==> src/rtl/wdt_pkg.sv <==
package wdt_pkg;

  typedef enum logic [1:0] {
    SEL_CTRL = 2'd0,
    SEL_CFG  = 2'd1,
    SEL_CNTL = 2'd2,
    SEL_CNTH = 2'd3
  } wdt_sel_e;

  // configuration bits that hold storage; bit 5 is not implemented
  localparam logic [7:0] CFG_KEEP_MASK = 8'hDF;

  localparam int CFG_UNIT_SEC = 7;
  localparam int CFG_KB_EN    = 6;
  localparam int CFG_PG_EN    = 4;
  localparam int CTRL_FORCE   = 1;
  localparam int CTRL_FLAG    = 0;

  // true when the prescaler sits on its final count
  function automatic logic presc_last(input int pre, input int div);
    return pre == div - 1;
  endfunction

  // control register read view
  function automatic logic [7:0] ctrl_view(input logic [3:0] en, input logic flag);
    return {en, 3'b000, flag};
  endfunction

endpackage

==> src/rtl/wdt_regs.sv <==
module wdt_regs
  import wdt_pkg::*;
#(
  parameter int CNT_W = 16
) (
  input  logic             clk,
  input  logic             rst_n,
  input  logic             wr_en,
  input  logic [1:0]       sel,
  input  logic [7:0]       wdata,
  input  logic             expire_evt,
  input  logic [CNT_W-1:0] cur_count,
  output logic [3:0]       ka_en,
  output logic             unit_sec,
  output logic             kb_en,
  output logic             pg_en,
  output logic [CNT_W-1:0] preset,
  output logic [CNT_W-1:0] load_val,
  output logic             lo_load,
  output logic             force_evt,
  output logic [7:0]       rdata
);

  logic [3:0] en_q;
  logic [7:0] cfg_q;
  logic [7:0] lo_q;
  logic       flag_q;
  logic       ctrl_wr;
  logic       flag_clr;

  assign ctrl_wr   = wr_en && (sel == SEL_CTRL);
  assign lo_load   = wr_en && (sel == SEL_CNTL);
  assign force_evt = ctrl_wr && wdata[CTRL_FORCE];
  assign flag_clr  = ctrl_wr && !wdata[CTRL_FLAG];

  always_ff @(posedge clk) begin
    if (!rst_n) begin
      en_q   <= '0;
      cfg_q  <= '0;
      lo_q   <= '0;
      flag_q <= 1'b0;
    end else begin
      if (ctrl_wr) en_q <= wdata[7:4];
      if (wr_en && sel == SEL_CFG) cfg_q <= wdata & CFG_KEEP_MASK;
      if (lo_load) lo_q <= wdata;
      if (expire_evt) flag_q <= 1'b1;
      else if (flag_clr) flag_q <= 1'b0;
    end
  end

  generate
    if (CNT_W > 8) begin : g_hi
      logic [CNT_W-9:0] hi_q;
      always_ff @(posedge clk) begin
        if (!rst_n) hi_q <= '0;
        else if (wr_en && sel == SEL_CNTH) hi_q <= wdata[CNT_W-9:0];
      end
      assign preset   = {hi_q, lo_q};
      assign load_val = {hi_q, wdata};
    end else begin : g_lo
      assign preset   = lo_q;
      assign load_val = wdata;
    end
  endgenerate

  assign ka_en    = en_q;
  assign unit_sec = cfg_q[CFG_UNIT_SEC];
  assign kb_en    = cfg_q[CFG_KB_EN];
  assign pg_en    = cfg_q[CFG_PG_EN];

  always_comb begin
    case (wdt_sel_e'(sel))
      SEL_CTRL: rdata = ctrl_view(en_q, flag_q);
      SEL_CFG:  rdata = cfg_q;
      SEL_CNTL: rdata = cur_count[7:0];
      default:  rdata = 8'(cur_count >> 8);
    endcase
  end

  p_flag_sticky_r6: assert property (@(posedge clk) disable iff (!rst_n)
    flag_q && !flag_clr |=> flag_q);
  p_flag_set_r6: assert property (@(posedge clk) disable iff (!rst_n)
    expire_evt |=> flag_q);

endmodule

==> src/rtl/wdt_timebase.sv <==
module wdt_timebase
  import wdt_pkg::*;
#(
  parameter int MIN_DIV = 60
) (
  input  logic clk,
  input  logic rst_n,
  input  logic sec_tick,
  input  logic unit_sec,
  input  logic running,
  input  logic clr_pre,
  output logic dec_strobe
);

  localparam int PW = $clog2(MIN_DIV);

  logic [PW-1:0] pre_q;
  logic          wrap;

  assign wrap       = presc_last(int'(pre_q), MIN_DIV);
  assign dec_strobe = sec_tick && running && (unit_sec || wrap);

  always_ff @(posedge clk) begin
    if (!rst_n) pre_q <= '0;
    else if (clr_pre) pre_q <= '0;
    else if (sec_tick && running && !unit_sec)
      pre_q <= wrap ? '0 : pre_q + 1'b1;
  end

  p_pre_range_r4: assert property (@(posedge clk) disable iff (!rst_n)
    int'(pre_q) < MIN_DIV);
  p_pre_cleared_r4: assert property (@(posedge clk) disable iff (!rst_n)
    clr_pre |=> pre_q == '0);

endmodule

==> src/rtl/wdt_counter.sv <==
module wdt_counter #(
  parameter int CNT_W        = 16,
  parameter int RELOAD_DELAY = 4
) (
  input  logic             clk,
  input  logic             rst_n,
  input  logic             lo_load,
  input  logic [CNT_W-1:0] load_val,
  input  logic             force_evt,
  input  logic [CNT_W-1:0] preset,
  input  logic             ka_hit,
  input  logic             dec_strobe,
  output logic [CNT_W-1:0] cur_count,
  output logic             running,
  output logic             expire_evt,
  output logic             reload_fire,
  output logic             clr_pre
);

  localparam int DW = $clog2(RELOAD_DELAY + 1);

  logic [CNT_W-1:0] cur_q;
  logic             pend_q;
  logic [DW-1:0]    dly_q;
  logic             count_ends;

  assign running     = cur_q != '0;
  assign reload_fire = pend_q && (dly_q == '0);
  assign count_ends  = dec_strobe && (cur_q == CNT_W'(1));
  assign expire_evt  = force_evt || (!lo_load && !reload_fire && count_ends);
  assign clr_pre     = lo_load || reload_fire || !running;
  assign cur_count   = cur_q;

  always_ff @(posedge clk) begin
    if (!rst_n) begin
      cur_q <= '0;
    end else if (lo_load) begin
      cur_q <= load_val;
    end else if (force_evt) begin
      cur_q <= '0;
    end else if (reload_fire) begin
      cur_q <= preset;
    end else if (dec_strobe && running) begin
      cur_q <= cur_q - 1'b1;
    end
  end

  always_ff @(posedge clk) begin
    if (!rst_n) begin
      pend_q <= 1'b0;
      dly_q  <= '0;
    end else if (lo_load || force_evt || expire_evt || reload_fire) begin
      pend_q <= 1'b0;
      dly_q  <= '0;
    end else if (ka_hit && running && !pend_q) begin
      pend_q <= 1'b1;
      dly_q  <= DW'(RELOAD_DELAY - 1);
    end else if (pend_q) begin
      dly_q  <= dly_q - 1'b1;
    end
  end

  p_dec_step_r3: assert property (@(posedge clk) disable iff (!rst_n)
    running && dec_strobe && !lo_load && !force_evt && !reload_fire
      |=> cur_q == $past(cur_q) - 1'b1);
  p_reload_value_r8: assert property (@(posedge clk) disable iff (!rst_n)
    reload_fire && !lo_load && !force_evt |=> cur_q == $past(preset));
  p_force_stop_r9: assert property (@(posedge clk) disable iff (!rst_n)
    force_evt |=> cur_q == '0);
  p_stopped_holds_r10: assert property (@(posedge clk) disable iff (!rst_n)
    !running && !lo_load |=> cur_q == '0);

endmodule

==> src/rtl/wdt_pulse.sv <==
module wdt_pulse #(
  parameter int PULSE_LEN = 3
) (
  input  logic clk,
  input  logic rst_n,
  input  logic fire,
  input  logic en,
  output logic pulse_o
);

  localparam int LW = $clog2(PULSE_LEN + 1);

  logic [LW-1:0] left_q;

  always_ff @(posedge clk) begin
    if (!rst_n) left_q <= '0;
    else if (fire && en) left_q <= LW'(PULSE_LEN);
    else if (left_q != '0) left_q <= left_q - 1'b1;
  end

  assign pulse_o = left_q != '0;

  p_pulse_start_r7: assert property (@(posedge clk) disable iff (!rst_n)
    fire && en |=> pulse_o);
  p_pulse_cause_r7: assert property (@(posedge clk) disable iff (!rst_n)
    $rose(pulse_o) |-> $past(fire && en));

endmodule

==> src/rtl/sys_watchdog.sv <==
module sys_watchdog #(
  parameter int CNT_W        = 16,
  parameter int RELOAD_DELAY = 4,
  parameter int PULSE_LEN    = 3,
  parameter int MIN_DIV      = 60
) (
  input  logic       clk,
  input  logic       rst_n,
  input  logic       reg_wr,
  input  logic [1:0] reg_addr,
  input  logic [7:0] reg_wdata,
  output logic [7:0] reg_rdata,
  input  logic       sec_tick,
  input  logic [3:0] ka_pulse,
  output logic       kb_reset_o,
  output logic       pwr_good_drop_o
);

  localparam int NOUT = 2;

  logic [3:0]       ka_en;
  logic             unit_sec, kb_en, pg_en;
  logic [CNT_W-1:0] preset, load_val, cur_count;
  logic             lo_load, force_evt;
  logic             running, expire_evt, reload_fire, clr_pre;
  logic             dec_strobe;
  logic             ka_hit;
  logic [NOUT-1:0]  out_en, out_pulse;

  assign ka_hit = |(ka_pulse & ka_en);

  wdt_regs #(.CNT_W(CNT_W)) u_regs (
    .clk        (clk),
    .rst_n      (rst_n),
    .wr_en      (reg_wr),
    .sel        (reg_addr),
    .wdata      (reg_wdata),
    .expire_evt (expire_evt),
    .cur_count  (cur_count),
    .ka_en      (ka_en),
    .unit_sec   (unit_sec),
    .kb_en      (kb_en),
    .pg_en      (pg_en),
    .preset     (preset),
    .load_val   (load_val),
    .lo_load    (lo_load),
    .force_evt  (force_evt),
    .rdata      (reg_rdata)
  );

  wdt_timebase #(.MIN_DIV(MIN_DIV)) u_tb (
    .clk        (clk),
    .rst_n      (rst_n),
    .sec_tick   (sec_tick),
    .unit_sec   (unit_sec),
    .running    (running),
    .clr_pre    (clr_pre),
    .dec_strobe (dec_strobe)
  );

  wdt_counter #(.CNT_W(CNT_W), .RELOAD_DELAY(RELOAD_DELAY)) u_cnt (
    .clk         (clk),
    .rst_n       (rst_n),
    .lo_load     (lo_load),
    .load_val    (load_val),
    .force_evt   (force_evt),
    .preset      (preset),
    .ka_hit      (ka_hit),
    .dec_strobe  (dec_strobe),
    .cur_count   (cur_count),
    .running     (running),
    .expire_evt  (expire_evt),
    .reload_fire (reload_fire),
    .clr_pre     (clr_pre)
  );

  assign out_en = {pg_en, kb_en};

  generate
    for (genvar g = 0; g < NOUT; g++) begin : g_out
      wdt_pulse #(.PULSE_LEN(PULSE_LEN)) u_pulse (
        .clk     (clk),
        .rst_n   (rst_n),
        .fire    (expire_evt),
        .en      (out_en[g]),
        .pulse_o (out_pulse[g])
      );
    end
  endgenerate

  assign kb_reset_o      = out_pulse[0];
  assign pwr_good_drop_o = out_pulse[1];

  p_no_ka_reload_when_stopped_r10: assert property (@(posedge clk) disable iff (!rst_n)
    !running |-> !reload_fire);

endmodule

==> config.mk <==
export PLATFORM = sky130hd
export DESIGN_NAME = sys_watchdog
export DESIGN_NICKNAME = d
export VERILOG_FILES = /design/src/rtl/wdt_pkg.sv /design/src/rtl/wdt_regs.sv /design/src/rtl/wdt_timebase.sv /design/src/rtl/wdt_counter.sv /design/src/rtl/wdt_pulse.sv /design/src/rtl/sys_watchdog.sv
export SDC_FILE = /design/constraint.sdc
export NUM_CORES = 1
export LEC_CHECK = 0
export CORE_MARGIN = 8
export CORE_UTILIZATION = 58
export CTS_CLUSTER_SIZE = 20
export DETAILED_ROUTE_END_ITERATION = 12
export PLACE_DENSITY = 0.88
export REMOVE_ABC_BUFFERS = 1
export SLEW_MARGIN = 20
export SYNTH_ARGS = -nofsm -noshare
export SYNTH_HDL_FRONTEND = slang
export SYNTH_SLANG_ARGS = --single-unit
==> constraint.sdc <==
create_clock -name clk -period 4.6 [get_ports clk]
set_clock_uncertainty 0.05 [all_clocks]
set_input_delay 0.92 -clock clk [delete_from_list [all_inputs] [get_ports clk]]
set_output_delay 0.92 -clock clk [all_outputs]
set_load 0.05 [all_outputs]
# [Word-level counts from Yosys, hierarchy flattened]
# Cells that the tools add are included.
[word_totals] output_inout_bits=10 wordCells=83 ff_bits=58
[op_classes] n_addsub=5 n_bitwise=2 muxes=14 eq_ne=5 reduce_logical=45
[op_table] operator="two-way mux 16 bit" n=4
[op_table] operator="one-hot mux 8 bit (3 select lines)" n=1
[op_table] operator="logical AND 1 bit" n=18
[op_table] operator="equality test 16 x 1 -> 1 bit (second input constant)" n=1
[op_table] operator="nonzero test 16 bit" n=1
[op_table] operator="subtractor 16 x 1 -> 16 bit (second input constant)" n=1
[op_table] operator="two-way mux 2 bit" n=6
[op_table] operator="nonzero test 2 bit" n=6
[op_table] operator="logical OR 1 bit" n=7
[op_table] operator="adder 6 x 1 -> 6 bit (second input constant)" n=1
[op_table] operator="equality test 6 x 4 -> 1 bit (second input constant)" n=1
[op_table] operator="logical NOT 1 bit" n=6
[op_table] operator="two-way mux 6 bit" n=1
[op_table] operator="AND 4 bit" n=1
[op_table] operator="equality test 2 bit (second input constant)" n=2
[op_table] operator="nonzero test 4 bit" n=1
[op_table] operator="OR reduction 2 bit" n=2
[op_table] operator="OR reduction 4 bit" n=1
[op_table] operator="subtractor 2 x 1 -> 2 bit (second input constant)" n=2
[op_table] operator="logical NOT 3 bit" n=1
[op_table] operator="OR reduction 3 bit" n=1
[op_table] operator="subtractor 3 x 1 -> 3 bit (second input constant)" n=1
[op_table] operator="equality test 2 x 1 -> 1 bit (second input constant)" n=1
[op_table] operator="logical NOT 2 bit" n=1
[op_table] operator="2 further kinds" n=3

# [Depth between registers and ports, before layout]
# Gate-level depths: netlist (run 1).
[logic_depth] depth_word=9 mapped_depth=8

# [Modules after synthesis]
# Synthesis (run 1) repeated with hierarchy kept, for this count alone.
[hier_totals] cells_unflattened=396 area_unflattened_um2=3433.3
[modules_own_cells] module="wdt_counter" seq_area_each_um2=400.4 area_per_inst_um2=1445.1 n_inst=1 cells_each=194
[modules_own_cells] module="wdt_regs" seq_area_each_um2=560.5 area_per_inst_um2=1420.1 n_inst=1 cells_each=137
[modules_own_cells] module="wdt_timebase" seq_area_each_um2=120.1 area_per_inst_um2=329.1 n_inst=1 cells_each=40
[modules_own_cells] module="wdt_pulse" seq_area_each_um2=40.0 area_per_inst_um2=110.1 n_inst=2 cells_each=11
[modules_own_cells] module="sys_watchdog" seq_area_each_um2=0.0 area_per_inst_um2=18.8 n_inst=1 cells_each=3

# [Worst setup path after synthesis (run 1)]
# OpenSTA, ideal clock, no wires.
[synth_timing] path_kind="input to output" from="input reg_addr[0]" to="output reg_rdata[2]" path_slack_ns=1.448 stages=4 arrival_time_ns=2.182 n_path_buf=2 path_cell_list="clkbuf_1 buf_1 mux2_2 a22o_1"
[synth_via] elab_chain_len=2 elab_cells_between_ends=4 classes_between="eq/ne (2); mux (1); reduce/logical (1)"
[synth_lines] element="start: declaration" line_no="sys_watchdog.sv:10" text="input logic [1:0] reg_addr,"
[synth_lines] element="equality test 2 bit, or another cell as far along" line_no="wdt_regs.sv:72" text="case (wdt_sel_e'(sel))"
[synth_lines] element="one-hot mux 8 bit (3 select lines) (*)" line_no="wdt_regs.sv:72"
[synth_lines] element="end: declaration" line_no="sys_watchdog.sv:12" text="output logic [7:0] reg_rdata,"
# Every way passes the cells marked *; elsewhere a longest branch is shown, timed or not.

# [Worst setup path after layout (run 1)]
[layout_timing] from="input reg_addr[0]" to="output reg_rdata[5]"
# Same word-level chain as after synthesis.

==> results of run 1 <==
how the worst max path moves through the flow:
stage                           start            to  slack (ns)  cells after the start
after floorplan           reg_addr[0]  reg_rdata[1]        1.79                      2
after global placement    reg_addr[0]  reg_rdata[5]        0.62                      4
after detailed placement  reg_addr[0]  reg_rdata[5]        0.60                      4
after CTS                 reg_addr[0]  reg_rdata[5]        0.61                      4
after global routing      reg_addr[0]  reg_rdata[3]        0.45                      5
final                     reg_addr[0]  reg_rdata[5]        0.59                      4
cells by family (layout without fill, tap and decap cells):
family / after synthesis / in the layout
and+or+nand+nor: 143 / 143
AOI/OAI and AO/OA: 98 / 98
DFF: 58 / 58
buffers and inverters: 34 / 61
muxes: 20 / 20
xor gates and xnor gates: 14 / 14
adders and majority gates: 7 / 7
tightest hold or removal path, delay by kind of cell (launching register included):
kind | cells | cell delay, ns
simple gates | 1 | 0.05
flops | 1 | 0.31
compound gates | 1 | 0.05
where the power goes:
part	switching (mW)	total [mW]	internal [mW]
registers	0.0517	0.601	0.549
clock network	0.209	0.596	0.387
logic	0.297	0.517	0.221
total	0.557	1.71	1.16
flip-flops by register name (all words and copies together) (netlist names):
register and cells:
u_cnt.cur_count 16, u_regs.g_hi.hi_q 8, u_regs.lo_q 8, u_regs.cfg_q 7, u_tb.pre_q 6, g_out.u_pulse.left_q 4
u_regs.ka_en 4, u_cnt.dly_q 3, u_cnt.pend_q 1, u_regs.flag_q 1
Yosys cell counts, types with 2 or more instances:
master      n
dfxtp_1    58
nand2_1    44
nor2_1     31
a21oi_1    27
o21ai_0    18
nor3_1     17
clkbuf_1   15
nand3_1    15
inv_1      12
mux2i_1    11
xor2_1      9
ha_1        7
o31ai_1     6
a211o_1     5
a22o_1      5
a311oi_1    5
and2_1      5
mux2_2      5
xnor2_1     5
a211oi_1    4
mux4_2      4
nor2b_1     4
o221ai_1    4
a31oi_1     3
and3_1      3
buf_2       3
buf_6       3
nand3b_1    3
o211ai_1    3
a22oi_1     2
nand2b_1    2
nor3b_1     2
nor4_1      2
nor4_4      2
o2111ai_1   2
o211a_1     2
or3_1       2
or4_4       2
layer usage:
| layer | vias up | GRT usage [%] | part of all wire, % |
|---|---|---|---|
| met5 | - | 0 | 0 |
| met4 | 0 | 7.49 | 2.4 |
| met3 | 20 | 6.23 | 8.8 |
| met2 | 174 | 35.8 | 48 |
| met1 | 1463 | 25.7 | 41 |
| li1 | 1421 | - | - |
final cells by class:
cell class	instances	area (um2)	area share [%]
multi-input combinational	282	1880	50.3
sequential	58	1160	31.1
inverter	12	45.0	1.21
clock inverter	5	100	2.68
clock buffer	11	151	4.05
tap	72	90.1	2.41
timing repair buffer	33	308	8.24
placed cells by master (no fill, tap or decap), types with 3 or more instances in the layout:
cell,n
a211o_1,5
a211oi_1,4
a21oi_1,27
a22o_1,5
a311oi_1,5
a31oi_1,3
and2_1,5
and3_1,3
buf_4,9
bufinv_16,3
clkbuf_8,11
clkdlybuf4s50_1,24
dfxtp_1,58
ha_1,7
inv_1,12
mux2_2,5
mux2i_1,11
mux4_2,4
nand2_1,44
nand3_1,15
nand3b_1,3
nor2_1,31
nor2b_1,4
nor3_1,17
o211ai_1,3
o21ai_0,18
o221ai_1,4
o31ai_1,6
xnor2_1,5
xor2_1,9
metrics by stage:
stage / setup slack [ns] / total power, mW / cells / instance area, um2 / hold WS (ns)
floorplan: 1.79 / 0.977 / 352 / 3090 / 0.383
global placement: 0.623 / 1.11 / 457 / 3480 / 0.391
detailed placement: 0.598 / 1.12 / 457 / 3480 / 0.396
CTS: 0.610 / 1.72 / 473 / 3740 / 0.405
global route: 0.445 / 1.78 / 473 / 3740 / 0.422
finish: 0.591 / 1.71 / 473 / 3740 / 0.406
==> results.json, run 1 <==
{
  "cts_root_buf": "clkbuf_8",
  "synth_warnings": 0,
  "post-route-period-util_pct": 87.1,
  "cp.required_ns": 3.63,
  "slowest_delay_ns": 0.79,
  "cts.clk_slew.worst_paths_ns": 0.06,
  "cp-end-kind": "primary output",
  "wirelength_um": 8810,
  "io_buffers": 27,
  "synthAdderAreaFrac_pct": 2.74,
  "min_period_ns": 4.01,
  "post-route-util_pct": 69.1,
  "vias": 3078,
  "dp_hpwl_um": 5960,
  "nets": 421,
  "core_area_um2": 5410,
  "r2r_slack_ns": 2.00,
  "drv_cap": 0,
  "gp_congestion": 0.909,
  "slowest_stage": "clkdlybuf4s50_1",
  "rows": 27,
  "die_h_um": 90.2,
  "yosys.area_share.simple_pct": 23.3,
  "ant_nets": 0,
  "tns_ns": 0,
  "ys_types": 60,
  "reg2reg_to": "g_out[0].u_pulse.left_q[0]$_SDFFE_PN0P_",
  "cpLargestDelayFamily": "buffers and inverters",
  "seq_area_frac_synth_pct": 36.3,
  "hold_violations": 0,
  "startpoint_type": "input port",
  "syn_inst": 374,
  "areaGrowthSynthToFinish_pct": 16.9,
  "grt_pass1_vias": 2945,
  "start_util_pct": 59.1,
  "h-tree-depth": 3,
  "first_iter_violations": 357,
  "holdPathEnd": "u_regs.lo_q[2]$_SDFFE_PN0N_",
  "cp.arrival_ns": 3.04,
  "clock-sinks": 58,
  "layout-drive-gt1-share_pct": 10.7,
  "hp-start": "u_regs.lo_q[2]$_SDFFE_PN0N_",
  "dr.pass1.iters": 5,
  "cts_tree": "yes",
  "path_buf_inv": 2,
  "die_w_um": 90.2,
  "drcViolationCount": 0,
  "grtUsageTotal_pct": 21.5,
  "synth_area_um2": 3200,
  "finalMaxSlewViolations": 0,
  "cp_common_cell": "clkdlybuf4s50_1",
  "powerDensity_nw_per_um2": 459,
  "grt_setup_unrepaired": "no",
  "synth_compound_area_share_pct": 20.9,
  "cts_max_path_buffers": 2,
  "grt_max_degree": 30,
  "ys.flop_type": "dfxtp_1",
  "crit_type": "input port to primary output",
  "vdd.ir_drop.worst_mv": 0.340,
  "synth_top_family_by_area": "simple AND/OR/NAND/NOR gates",
  "antenna_found_initial": 0,
  "worstRegToRegCells": 6,
  "ys_ff_latch": 58,
  "max_freq_ghz": 0.249,
  "maxSlewHeadroom_pct": 49.5,
  "synth-xor-area-share_pct": 3.84,
  "worstMarginPinSlew_ns": 0.750,
  "overflow": 0,
  "power_leakage_nw": 1.50,
  "clk_latency_ns": 0.35,
  "crit_path_max_fanout": 9,
  "synth.area.top_cells": "dfxtp_1 36%, nand2_1 5.2%, a21oi_1 4.2%, nor2_1 3.6%, mux2i_1 3.4%",
  "post-cts-setup-buffers": 0,
  "synth_edf_count": 0,
  "r2r-start": "u_cnt.cur_count[0]$_SDFFE_PN0P_",
  "io_pins": 28,
  "cts_hold_buf": 0,
  "num_antenna_cells": 0,
  "min_path_type": "flop to flop",
  "ys_async_sr_fraction_pct": 0,
  "synthMuxAreaShare_pct": 8.03,
  "finalSetupViolCount": 0,
  "vias_per_cell": 6.51,
  "avgSynthCellArea_um2": 8.54,
  "yosysTopAreaCell": "dfxtp_1",
  "grt_pass1_wl_um": 14400,
  "hold_depth": 2,
  "wl_per_cell_um": 18.6,
  "numCtsBuffers": 9,
  "nFillCells": 424,
  "dieArea_um2": 8140,
  "status": "finished, final reports clean",
  "cts_resized": 0,
  "crit_chain": "clkdlybuf4s50_1, mux2_2, a22o_1, clkdlybuf4s50_1",
  "synth_top_area_share_pct": 36.3
}
No activity file was read; power rests on OpenSTA's default activity.
==> run 2: changes to the inputs <==
--- a/config.mk
+++ b/config.mk
@@ -10,7 +10,6 @@
 export CTS_CLUSTER_SIZE = 20
 export DETAILED_ROUTE_END_ITERATION = 12
 export PLACE_DENSITY = 0.88
-export REMOVE_ABC_BUFFERS = 1
 export SLEW_MARGIN = 20
 export SYNTH_ARGS = -nofsm -noshare
 export SYNTH_HDL_FRONTEND = slang
==> results.json, run 2 (same netlist as run 1, synthesis figures left out) <==
{
  "status": "finished, final reports clean",
  "hold_violations": 0,
  "startpoint_type": "input port",
  "io_pins": 28,
  "num_antenna_cells": 0,
  "crit_path_max_fanout": 16,
  "cts_root_buf": "clkbuf_8",
  "first_iter_violations": 366,
  "io_buffers": 27,
  "drv_cap": 0,
  "met1_usage_pct": 25.7,
  "post-place-ws_ns": 0.744,
  "cts.clk_slew.worst_paths_ns": 0.06,
  "slowest_stage": "clkdlybuf4s50_1",
  "core_area_um2": 5410,
  "dp_hpwl_um": 6110,
  "min_path_type": "flop to flop",
  "cpLargestDelayFamily": "buffers and inverters",
  "placed_cells": 456,
  "ant_nets": 0,
  "layout-drive-gt1-share_pct": 9.77,
  "grtUsageTotal_pct": 22.0,
  "grt_setup_unrepaired": "no",
  "rows": 27,
  "grt_util_met3_pct": 5.65,
  "post-cts-setup-buffers": 0,
  "start_util_pct": 59.1,
  "place_area_um2": 3480,
  "overflow": 0,
  "path_buf_inv": 3,
  "wirelength_um": 8750,
  "h-tree-depth": 3,
  "post-route-period-util_pct": 83.9,
  "drcViolationCount": 0,
  "finalInstanceArea_um2": 3700,
  "cp-end-kind": "primary output",
  "final_common_cell": "dfxtp_1",
  "cts_hold_buf": 0,
  "areaGrowthSynthToFinish_pct": 15.7,
  "setup_slack_ns": 0.739,
  "cts_max_path_buffers": 2,
  "slowest_delay_ns": 0.72,
  "dieArea_um2": 8140,
  "cp_common_cell": "clkdlybuf4s50_1",
  "most-common-layout-cells": "58 x dfxtp_1, 44 x nand2_1, 31 x nor2_1",
  "finalSetupViolCount": 0,
  "vdd.ir_drop.worst_mv": 0.415,
  "stdcell_count": 471,
  "cp.arrival_ns": 2.89,
  "gp_congestion": 0.941,
  "largest_register_ff_count": 16,
  "worstMarginPinSlew_ns": 0.849,
  "grt_pass1_vias": 2950,
  "cts_resized": 0,
  "min_period_ns": 3.86,
  "die_w_um": 90.2,
  "grt_use_met2_pct": 35.5,
  "cts_tree": "yes",
  "post-route-util_pct": 68.4,
  "antenna_found_initial": 0,
  "maxSlewHeadroom_pct": 43.2,
  "crit_chain": "clkdlybuf4s50_1, buf_4, mux4_2, clkdlybuf4s50_1",
  "finalMaxSlewViolations": 0,
  "max_freq_ghz": 0.259,
  "die_h_um": 90.2,
  "r2r_slack_ns": 1.97,
  "nets": 420,
  "clk_latency_ns": 0.34,
  "dr.pass1.iters": 5,
  "cp.required_ns": 3.63,
  "vias_per_cell": 6.49,
  "gr-max-usage-layer": "met2",
  "synth_nets": 399,
  "crit_type": "input port to primary output",
  "clock-sinks": 58,
  "powerDensity_nw_per_um2": 450,
  "power_leakage_nw": 1.47,
  "numCtsBuffers": 9,
  "tns_ns": 0,
  "wl_per_cell_um": 18.6,
  "vias": 3057,
  "grt_pass1_wl_um": 14500,
  "grt_max_degree": 31
}
==> run 2: changes by cell type in the layout (fill, tap and decap cells not counted), sizes merged <==
cell | before | now
buf | 9 | 8
bufinv | 3 | 2
clkbuf | 11 | 13
clkinv | 2 | 0
==> run 2: path summary, 6_finish.rpt <==
path	from	end	cells after the start
max	reg_addr[0]	reg_rdata[7]	4
min	u_regs.lo_q[0]$_SDFFE_PN0N_	u_regs.lo_q[0]$_SDFFE_PN0N_	2
max reg2reg	u_cnt.cur_count[0]$_SDFFE_PN0P_	g_out[1].u_pulse.left_q[0]$_SDFFE_PN0P_	6
min reg2reg	u_regs.lo_q[0]$_SDFFE_PN0N_	u_regs.lo_q[0]$_SDFFE_PN0N_	2
==> run 2: stage by stage <==
step | hold WS, ns | total power [mW]
global route | 0.437 | 1.74
finish | 0.404 | 1.66
global placement | 0.392 | 1.11
detailed placement | 0.396 | 1.13
floorplan | 0.383 | 0.997
CTS | 0.405 | 1.66
==> run 2: report_power, final <==
| part | internal (mW) | total [mW] | switching (mW) |
|---|---|---|---|
| clock network | 0.332 | 0.535 | 0.203 |
| logic | 0.221 | 0.522 | 0.302 |
| registers | 0.550 | 0.604 | 0.0545 |
| total | 1.10 | 1.66 | 0.559 |
==> run 2: worst register-to-register path, cell delays in order (launching register included) <==
cell     delay, ns
dfxtp_1       0.48
inv_1         0.08
ha_1          0.26
or4b_2        0.69
nor4_1        0.53
o21ai_0       0.27
a21oi_1       0.20
==> run 2: final cells by class <==
cell class / instances / area (um2)
inverters: 12 / 45.0
fillers: 419 / 1710
flip-flops and latches: 58 / 1160
multi-input cells: 282 / 1880
well taps: 72 / 90.1
clock inverters: 2 / 60.1
clock buffers: 13 / 159
repair buffers: 32 / 300
==> run 2: routing by layer <==
metal  wire length (um)  up-vias
met1               3570     1450
met4                365        0
met5                  0        -
met3                605       37
met2               4200      156
li1                   -     1414
==> run 3: changes to the inputs <==
==> constraint.sdc (replaced) <==
create_clock -name clk -period 3.8 [get_ports clk]
set_clock_uncertainty 0.05 [all_clocks]
set_input_delay 0.76 -clock clk [delete_from_list [all_inputs] [get_ports clk]]
set_output_delay 0.76 -clock clk [all_outputs]
set_load 0.05 [all_outputs]
==> results.json, run 3 (same netlist as run 1, synthesis figures left out) <==
{
  "rows": 27,
  "ant_nets": 0,
  "cp.arrival_ns": 3.42,
  "powerDensity_nw_per_um2": 563,
  "cp.required_ns": 3.99,
  "post-cts-setup-buffers": 0,
  "grt_setup_unrepaired": "no",
  "crit_type": "input port to flop",
  "r2r-start": "u_cnt.cur_count[0]$_SDFFE_PN0P_",
  "clk_latency_ns": 0.35,
  "areaGrowthSynthToFinish_pct": 19.3,
  "num_antenna_cells": 0,
  "io_buffers": 27,
  "grtUsageTotal_pct": 22.2,
  "dr.pass1.iters": 5,
  "wirelength_um": 8960,
  "hold_violations": 0,
  "clock-sinks": 58,
  "drv_cap": 0,
  "cp-end-kind": "flop",
  "slowest_delay_ns": 0.73,
  "final_common_cell": "dfxtp_1",
  "cts_root_buf": "clkbuf_8",
  "power_leakage_nw": 1.54,
  "dp_hpwl_um": 6150,
  "grt_pass1_wl_um": 14700,
  "vdd.ir_drop.worst_mv": 0.412,
  "grt_pass1_vias": 3017,
  "first_iter_violations": 297,
  "start_util_pct": 59.1,
  "drcViolationCount": 0,
  "hp-start": "u_regs.lo_q[6]$_SDFFE_PN0N_",
  "finalInstanceArea_um2": 3810,
  "cp_common_cell": "nor2_1",
  "status": "finished, final reports clean",
  "tns_ns": 0,
  "wl_per_cell_um": 18.7,
  "finalMaxSlewViolations": 0,
  "core_area_um2": 5410,
  "post-route-period-util_pct": 85.1,
  "die_h_um": 90.2,
  "crit_path_max_fanout": 12,
  "cts_max_path_buffers": 2,
  "cts_tree": "yes",
  "cts_resized": 0,
  "layout-drive-gt1-share_pct": 12.8,
  "cts_hold_buf": 0,
  "cts.clk_slew.worst_paths_ns": 0.06,
  "crit_chain": "clkdlybuf4s50_1, nor2_1, nor2_1, o21ai_0, a22o_1, a32o_1",
  "finalSetupViolCount": 0,
  "min_period_ns": 3.23,
  "h-tree-depth": 3,
  "dieArea_um2": 8140,
  "place_area_um2": 3550,
  "overflow": 0,
  "max_freq_ghz": 0.309,
  "worstMarginPinSlew_ns": 0.889,
  "startpoint_type": "input port",
  "numCtsBuffers": 9,
  "gp_congestion": 0.939,
  "maxSlewHeadroom_pct": 40.5,
  "min_path_type": "flop to flop",
  "io_pins": 28,
  "most-common-layout-cells": "58 x dfxtp_1, 44 x nand2_1, 31 x nor2_1",
  "largest_register_ff_count": 16,
  "synth_nets": 399,
  "startpoint": "reg_addr[1]",
  "slowest_stage": "clkdlybuf4s50_1",
  "vias": 3113,
  "nets": 426,
  "die_w_um": 90.2,
  "grt_max_degree": 41,
  "vias_per_cell": 6.51,
  "antenna_found_initial": 0
}
run 3: changes by cell type in the layout (fill, tap and decap cells not counted), sizes merged:
| cell | delta |
|---|---|
| buf | +11 |
| clkinv | +1 |
| clkdlybuf4s50 | -5 |
| clkbuf | -2 |
| bufinv | +2 |
run 3: worst max-delay path, delay by kind of cell:
family | cells | cell delay [ns]
AOI/OAI and AO/OA | 3 | 1.10
and+or+nand+nor | 2 | 0.84
buffers and inverters | 1 | 0.73
run 3: metrics by stage:
step	util [%]	hold WS (ns)	total power [mW]	setup WS, ns	std cells
5_1_grt	70.6	0.427	2.24	0.412	478
2_1_floorplan	-	0.383	1.21	0.968	374
3_3_place_gp	65.6	0.395	1.35	0.461	462
4_1_cts	70.6	0.407	2.14	0.591	478
3_5_place_dp	65.6	0.397	1.37	0.334	462
6_report	70.6	0.409	2.15	0.568	478
run 3: layout make-up:
class,instances,area [um2]
clock buffers,11,141
fillers,440,1590
clock inverters,5,125
repair buffers,38,370
multi-input cells,282,1880
flip-flops and latches,58,1160
well taps,72,90.1
inverters,12,45.0
run 3: power breakdown:
group / switching [mW] / internal [mW] / leakage, nW
clock: 0.255 / 0.519 / 0.134
combinational: 0.367 / 0.277 / 0.935
sequential: 0.0649 / 0.665 / 0.473
run 3: worst paths after layout:
check                                             to  slack [ns]  cells past startpoint
min                      u_regs.lo_q[6]$_SDFFE_PN0N_        0.41                      2
max                 u_cnt.cur_count[15]$_SDFFE_PN0P_        0.57                      6
min reg2reg              u_regs.lo_q[6]$_SDFFE_PN0N_        0.41                      2
max reg2reg  g_out[1].u_pulse.left_q[0]$_SDFFE_PN0P_        1.23                      6
run 3: per-layer routing:
metal	vias up	track usage (%)	wire length [um]
li1	1429	-	-
met1	1476	26.3	3580
met2	172	36.8	4380
met3	36	4.74	713
met4	0	11.9	286
met5	-	0	0
